File: src/rtl/iq_deint_pkg.sv
package iq_deint_pkg;
   localparam int unsigned DEF_WORD_W = 12;
   localparam int unsigned LANES      = 2;

   typedef enum logic {
      LANE_I = 1'b0,
      LANE_Q = 1'b1
   } lane_e;

   typedef enum logic {
      STROBE_AT_START = 1'b0,
      STROBE_AT_END   = 1'b1
   } strobe_edge_e;
endpackage

File: src/rtl/iq_word_capture.sv
module iq_word_capture #(
   parameter int unsigned WORD_W = iq_deint_pkg::DEF_WORD_W
) (
   input  logic              clk,
   input  logic              rst_n,
   input  logic [WORD_W-1:0] word_in,
   input  logic              frame_sel,
   input  logic              sel_low_first,
   output logic              open_now,
   output logic              open_q,
   output logic              open_qq,
   output logic [WORD_W-1:0] word_q
);
   // normalized phase: 1 = opening word of a frame
   assign open_now = frame_sel ^ sel_low_first;

   always_ff @(posedge clk or negedge rst_n) begin
      if (!rst_n) begin
         word_q  <= '0;
         open_q  <= 1'b0;
         open_qq <= 1'b0;
      end else begin
         word_q  <= word_in;
         open_q  <= open_now;
         open_qq <= open_q;
      end
   end
endmodule

File: src/rtl/iq_frame_pair.sv
module iq_frame_pair #(
   parameter int unsigned WORD_W = iq_deint_pkg::DEF_WORD_W
) (
   input  logic              clk,
   input  logic              rst_n,
   input  logic              open_now,
   input  logic              open_q,
   input  logic [WORD_W-1:0] first_word,
   input  logic [WORD_W-1:0] second_word,
   input  logic              q_first,
   output logic [WORD_W-1:0] out_i,
   output logic [WORD_W-1:0] out_q,
   output logic              out_valid
);
   localparam int unsigned LANES = iq_deint_pkg::LANES;

   logic                           close_hit;
   logic [LANES-1:0][WORD_W-1:0]   src;
   logic [LANES-1:0][WORD_W-1:0]   lane_d;
   logic [LANES-1:0][WORD_W-1:0]   lane_r;

   assign close_hit = open_q & ~open_now;
   assign src[0]    = first_word;
   assign src[1]    = second_word;

   for (genvar g = 0; g < LANES; g++) begin : g_lane
      // lane 0 is I, lane 1 is Q; order flag swaps the source
      assign lane_d[g] = q_first ? src[LANES-1-g] : src[g];

      always_ff @(posedge clk or negedge rst_n) begin
         if (!rst_n)         lane_r[g] <= '0;
         else if (close_hit) lane_r[g] <= lane_d[g];
      end
   end

   always_ff @(posedge clk or negedge rst_n) begin
      if (!rst_n) out_valid <= 1'b0;
      else        out_valid <= close_hit;
   end

   assign out_i = lane_r[iq_deint_pkg::LANE_I];
   assign out_q = lane_r[iq_deint_pkg::LANE_Q];
endmodule

File: src/rtl/iq_strobe_gen.sv
module iq_strobe_gen (
   input  logic open_q,
   input  logic open_qq,
   input  logic at_end,
   output logic strobe
);
   logic start_edge;
   logic end_edge;

   // transitions of the registered select copy, never a clock divider
   assign start_edge = open_q & ~open_qq;
   assign end_edge   = ~open_q & open_qq;
   assign strobe     = (at_end == iq_deint_pkg::STROBE_AT_END) ? end_edge : start_edge;
endmodule

File: src/rtl/iq_tx_deinterleave.sv
module iq_tx_deinterleave #(
   parameter int unsigned WORD_W = iq_deint_pkg::DEF_WORD_W
) (
   input  logic              clk,
   input  logic              rst_n,
   input  logic [WORD_W-1:0] tx_word,
   input  logic              frame_sel,
   input  logic              cfg_sel_low_first,
   input  logic              cfg_q_first,
   input  logic              cfg_strobe_at_end,
   output logic [WORD_W-1:0] pair_i,
   output logic [WORD_W-1:0] pair_q,
   output logic              pair_valid,
   output logic              conv_strobe
);
   if (WORD_W < 2) begin : g_bad_width
      $error("iq_tx_deinterleave: WORD_W must be at least 2");
   end

   logic              open_now;
   logic              open_q;
   logic              open_qq;
   logic [WORD_W-1:0] word_q;

   iq_word_capture #(.WORD_W(WORD_W)) i_capture (
      .clk           (clk),
      .rst_n         (rst_n),
      .word_in       (tx_word),
      .frame_sel     (frame_sel),
      .sel_low_first (cfg_sel_low_first),
      .open_now      (open_now),
      .open_q        (open_q),
      .open_qq       (open_qq),
      .word_q        (word_q)
   );

   iq_frame_pair #(.WORD_W(WORD_W)) i_pair (
      .clk         (clk),
      .rst_n       (rst_n),
      .open_now    (open_now),
      .open_q      (open_q),
      .first_word  (word_q),
      .second_word (tx_word),
      .q_first     (cfg_q_first),
      .out_i       (pair_i),
      .out_q       (pair_q),
      .out_valid   (pair_valid)
   );

   iq_strobe_gen i_strobe (
      .open_q  (open_q),
      .open_qq (open_qq),
      .at_end  (cfg_strobe_at_end),
      .strobe  (conv_strobe)
   );
endmodule

File: config.mk
export PLATFORM = sky130hd
export DESIGN_NAME = iq_tx_deinterleave
export DESIGN_NICKNAME = d
export VERILOG_FILES = /design/src/rtl/iq_deint_pkg.sv /design/src/rtl/iq_word_capture.sv /design/src/rtl/iq_frame_pair.sv /design/src/rtl/iq_strobe_gen.sv /design/src/rtl/iq_tx_deinterleave.sv
export SDC_FILE = /design/constraint.sdc
export NUM_CORES = 1
export LEC_CHECK = 0
export ABC_AREA = 0
export CAP_MARGIN = 20
export CORE_MARGIN = 2
export CORE_UTILIZATION = 55
export DETAILED_ROUTE_END_ITERATION = 6
export DONT_BUFFER_PORTS = 1
export PLACE_DENSITY_LB_ADDON = 0.2
export SLEW_MARGIN = 20
export SYNTH_ARGS = -nofsm -noshare
export SYNTH_HDL_FRONTEND = slang
export SYNTH_SLANG_ARGS = --single-unit
File: constraint.sdc
create_clock -name clk -period 2.43 [get_ports clk]
set_clock_uncertainty 0.2 [all_clocks]
set_input_delay 0.1215 -clock clk [delete_from_list [all_inputs] [get_ports clk]]
set_output_delay 0.1215 -clock clk [all_outputs]
set_load 0.05 [all_outputs]
* After elaboration in Yosys (flattened, before gate mapping) *
Cells that the tools add are included.

operators by class
  mux-type cells = 3
  bitwise operators = 7

operators with widths
  operator            count
  two-way mux 12 bit  2
  bitwise AND 1 bit   3
  inverter 1 bit      3
  two-way mux 1 bit   1
  XOR 1 bit           1

word-level totals
  flip-flop bits (word level) = 39
  input bits = 18
  output and inout bits = 26
  word-level logic and storage cells = 16

* Longest topological paths before layout *
  word-level depth = 3
  depth in mapped cells = 4

* Hierarchy *
Synthesis repeated with hierarchy kept, for this count alone.

unflattened totals
  cell total of the unflattened synthesis = 98
  area, all modules = 1775.5 µm²

by module, submodules not included
  module           times used  cells an instance  area each (µm²)  sequential area each (µm²)
  iq_frame_pair    1           80                 1393.8           625.6
  iq_word_capture  1           15                 359.1            350.3
  iq_strobe_gen    1           3                  22.5             0.0

* Worst setup path before layout *
No wires, ideal clock.

  path type = register to output
  start = reg i_capture.open_q
  end = out conv_strobe
  arrival time = 1.801 ns
  required time = 2.109 ns
  setup slack = 0.308 ns
  cell stages (with the launch flop) = 4
  path buffers = 2
  cells stage by stage = dfrtp_1 -> buf_2 -> clkbuf_1 -> o21ai_0

between the ends
  cells in the longest elaborated chain, start to end = 3
  elaborated cells on any way between the ends = 4
  those cells by class = mux (1); bitwise (3)

RTL lines
  item                    RTL line                  text
  start, declared         iq_word_capture.sv:10     output logic open_q,
  start signal, assigned  iq_word_capture.sv:24     open_q <= open_now;
  inverter 1 bit          iq_strobe_gen.sv:12       assign end_edge = ~open_q & open_qq;
  bitwise AND 1 bit       iq_strobe_gen.sv:12
  two-way mux 1 bit *     iq_strobe_gen.sv:13       assign strobe = (at_end == iq_deint_pkg::STROBE_AT_END) ? end_edge : start_edge;
  end, declared           iq_tx_deinterleave.sv:14  output logic conv_strobe

Every way passes the cells marked *; elsewhere a longest branch is shown, timed or not.

* Worst setup path after layout *
  start = in frame_sel
  end = reg i_pair.lane_r (netlist bit i_pair.out_q[0])

between the ends
  cells in the longest elaborated chain, start to end = 3

RTL lines
  item                           RTL line                 text
  start, declared                iq_tx_deinterleave.sv:7  input logic frame_sel,
  XOR 1 bit                      iq_word_capture.sv:15    assign open_now = frame_sel ^ sel_low_first;
  inverter 1 bit                 iq_frame_pair.sv:22      assign close_hit = open_q & ~open_now;
  bitwise AND 1 bit              iq_frame_pair.sv:22
  end signal, assigned by index  iq_frame_pair.sv:32      else if (close_hit) lane_r[g] <= lane_d[g];
  end, declared                  iq_frame_pair.sv:20      logic [LANES-1:0][WORD_W-1:0] lane_r;

Every way passes these cells.
A chain may end at the register's enable or synchronous reset.

==> run metrics <==
most frequent cells in the layout 39 x dfrtp_1, 24 x mux2i_1, 24 x a21oi_1, 24 x a31oi_1, 17 x dlygate4sd3_1; clock power share 0.203; Yosys reg bits 39; WL per Instance 16.39 um; Die ar. 3357 um^2; Highest Clock Rate 0.4797 GHz; Fin Hold WS 46.23 ps; Sw Share 0.4271; I/O Pins 44; combinational fraction of design power 0.134; P&R area growth vs syn 18.06%; status finished, final reports clean; Util after Layout 0.6851; gr usage total 0.2072; drt pass-1 iters 4; Clock Latency Late Sink 340 ps; design area 1889 um^2; Slew HR 0.5140; Diodes inserted 0; CTS tree built; Root Driver clkbuf_4; dpl cell area 1610 um^2; CTS buffer count 5; RSZ-0062 raised after global routing no; Final ANT Viol Nets 0; layout cells sized above 1 0.09333; Reg clk slew, reported paths 110 ps; final worst-path cycle share 0.8579; Sink Count 39; Initial Util 0.5803; total grt overflow 0; die height 57.94 um; DIE WIDTH 57.94 um; Critical Path Fanout Max 50; DP Wirelength 1765 um; Netlist cell types 13; sequential fraction of the synthesis area 0.6099; most common cell after layout, fill and taps aside dfrtp_1; first-pass GRT wire length 5188 um; Worst Hold Class input pin to asynchronous set/reset pin; initial DRC count 51; crit path launch type input pin; Pwr Total 1.815 mW; VDD IR max 0.7570 mV; drc violations 0; Lkg Pwr 0.8321 nW; setup slack at placement 792.7 ps; max-cap violation count 0; Worst EP required 2500 ps; Core Box Area 2758 um^2; Mapped Cells 133; WP data arrival 2150 ps; Crit. End Element flip-flop; Seq pwr share 0.663; # placed instances 154; Pint 1.040 mW; Vias/cell 5.878; Placer Congestion 0.6749; Slew Limit Fails 0; largest net degree at the start of global routing 51; PortBufs 0; Tightest Pin Transition 729.0 ps; Layout Nets 167; Net Count, Synth 151; Routed Wire Length 2967 um; Final Hold Fails 0; Setup WS post-layout 345.2 ps; Final Critical Period 2085 ps; vias in the first global route 1104; sw power 0.7750 mW; Longest Clk Path Bufs 2; Post-Syn Area 1600 um^2; antenna violations before repair 0; Cell Count, Final, Fillers Out 181; number of synthesis warnings 0; Final TNS setup 0 ps; setup violators final 0; Core Rows 19; Syn Area/Cell 12.03 um^2; CP Class input pin to flip-flop; DR vias 1064; pwr/cell area 960.5 nW/um^2; # H-tree levels 2
## registers in the layout (all words and copies together) (netlist names)
| register | flops |
|---|---|
| i_pair.out_q | 12 |
| i_capture.open_qq | 1 |
| i_pair.out_i | 12 |
| i_pair.out_valid | 1 |
| i_capture.open_q | 1 |
| i_capture.word_q | 12 |
## timing repair
item,in CTS,in global routing
setup endpoints to repair,0,0
gates resized for setup,0,0
setup buffers,0,0
endpoints found under the hold margin,76,0
hold buffers,19,0
## critical path, cell delays in order
cell,delay [ps]
dlygate4sd3_1,630
xnor2_4,130
dlygate4sd3_1,550
buf_4,400
a21oi_1,140
a31oi_1,170
## cell usage after synthesis (all sizes together)
library cell | count | area share
xnor2 | 1 | 0.010
inv | 2 | 0.0047
clkbuf | 7 | 0.019
mux2i | 24 | 0.15
buf | 7 | 0.025
dfrtp | 39 | 0.61
nand2 | 3 | 0.0070
a21oi | 24 | 0.075
nor2 | 1 | 0.0023
a31oi | 24 | 0.094
o21ai | 1 | 0.0031
## logic make-up after synthesis
logic type      Yosys count  share of synthesized area
compound gates           49                     0.1720
flops                    39                     0.6099
mux                      24                     0.1501
buf+inv                  16                    0.04847
simple gates              4                   0.009380
xor+xnor                  1                    0.01017
## power by group through the flow
stage	combinational (mW)	clock, mW	sequential (mW)
3_5_place_dp	0.185	0	1.22
2_1_floorplan	0.181	0	1.18
4_1_cts	0.245	0.380	1.21
3_3_place_gp	0.177	0	1.22
5_1_grt	0.281	0.400	1.22
6_report	0.244	0.368	1.20
## final cells by class
cell class	count	area [um^2]
tap	31	38.79
inverter	2	7.507
fill	190	868.3
timing repair buffer	23	240.2
sequential	39	975.9
clock buffer	8	68.82
multi-input combinational	78	558.0
## layer usage
metal / part of all wire / track usage
met2: 0.47 / 0.3182
met5: 0 / 0
met3: 0.072 / 0.06250
met1: 0.44 / 0.2659
met4: 0.022 / 0.1096
## worst paths after layout
kind,cells after the start,from,slack (ps),end
worst max-delay path,6,frame_sel,350,i_pair.out_q[0]$_DFFE_PN0P_
max in group asynchronous,2,rst_n,1800,i_pair.out_q[6]$_DFFE_PN0P_
min in group clk,1,tx_word[6],180,i_capture.word_q[6]$_DFF_PN0_
worst min-delay path,2,rst_n,50,i_pair.out_q[8]$_DFFE_PN0P_
worst min register to register,2,i_capture.word_q[9]$_DFF_PN0_,410,i_pair.out_i[9]$_DFFE_PN0P_
worst max register to register,3,i_capture.open_q$_DFF_PN0_,760,i_pair.out_q[5]$_DFFE_PN0P_
No activity file was read; power rests on OpenSTA's default activity.
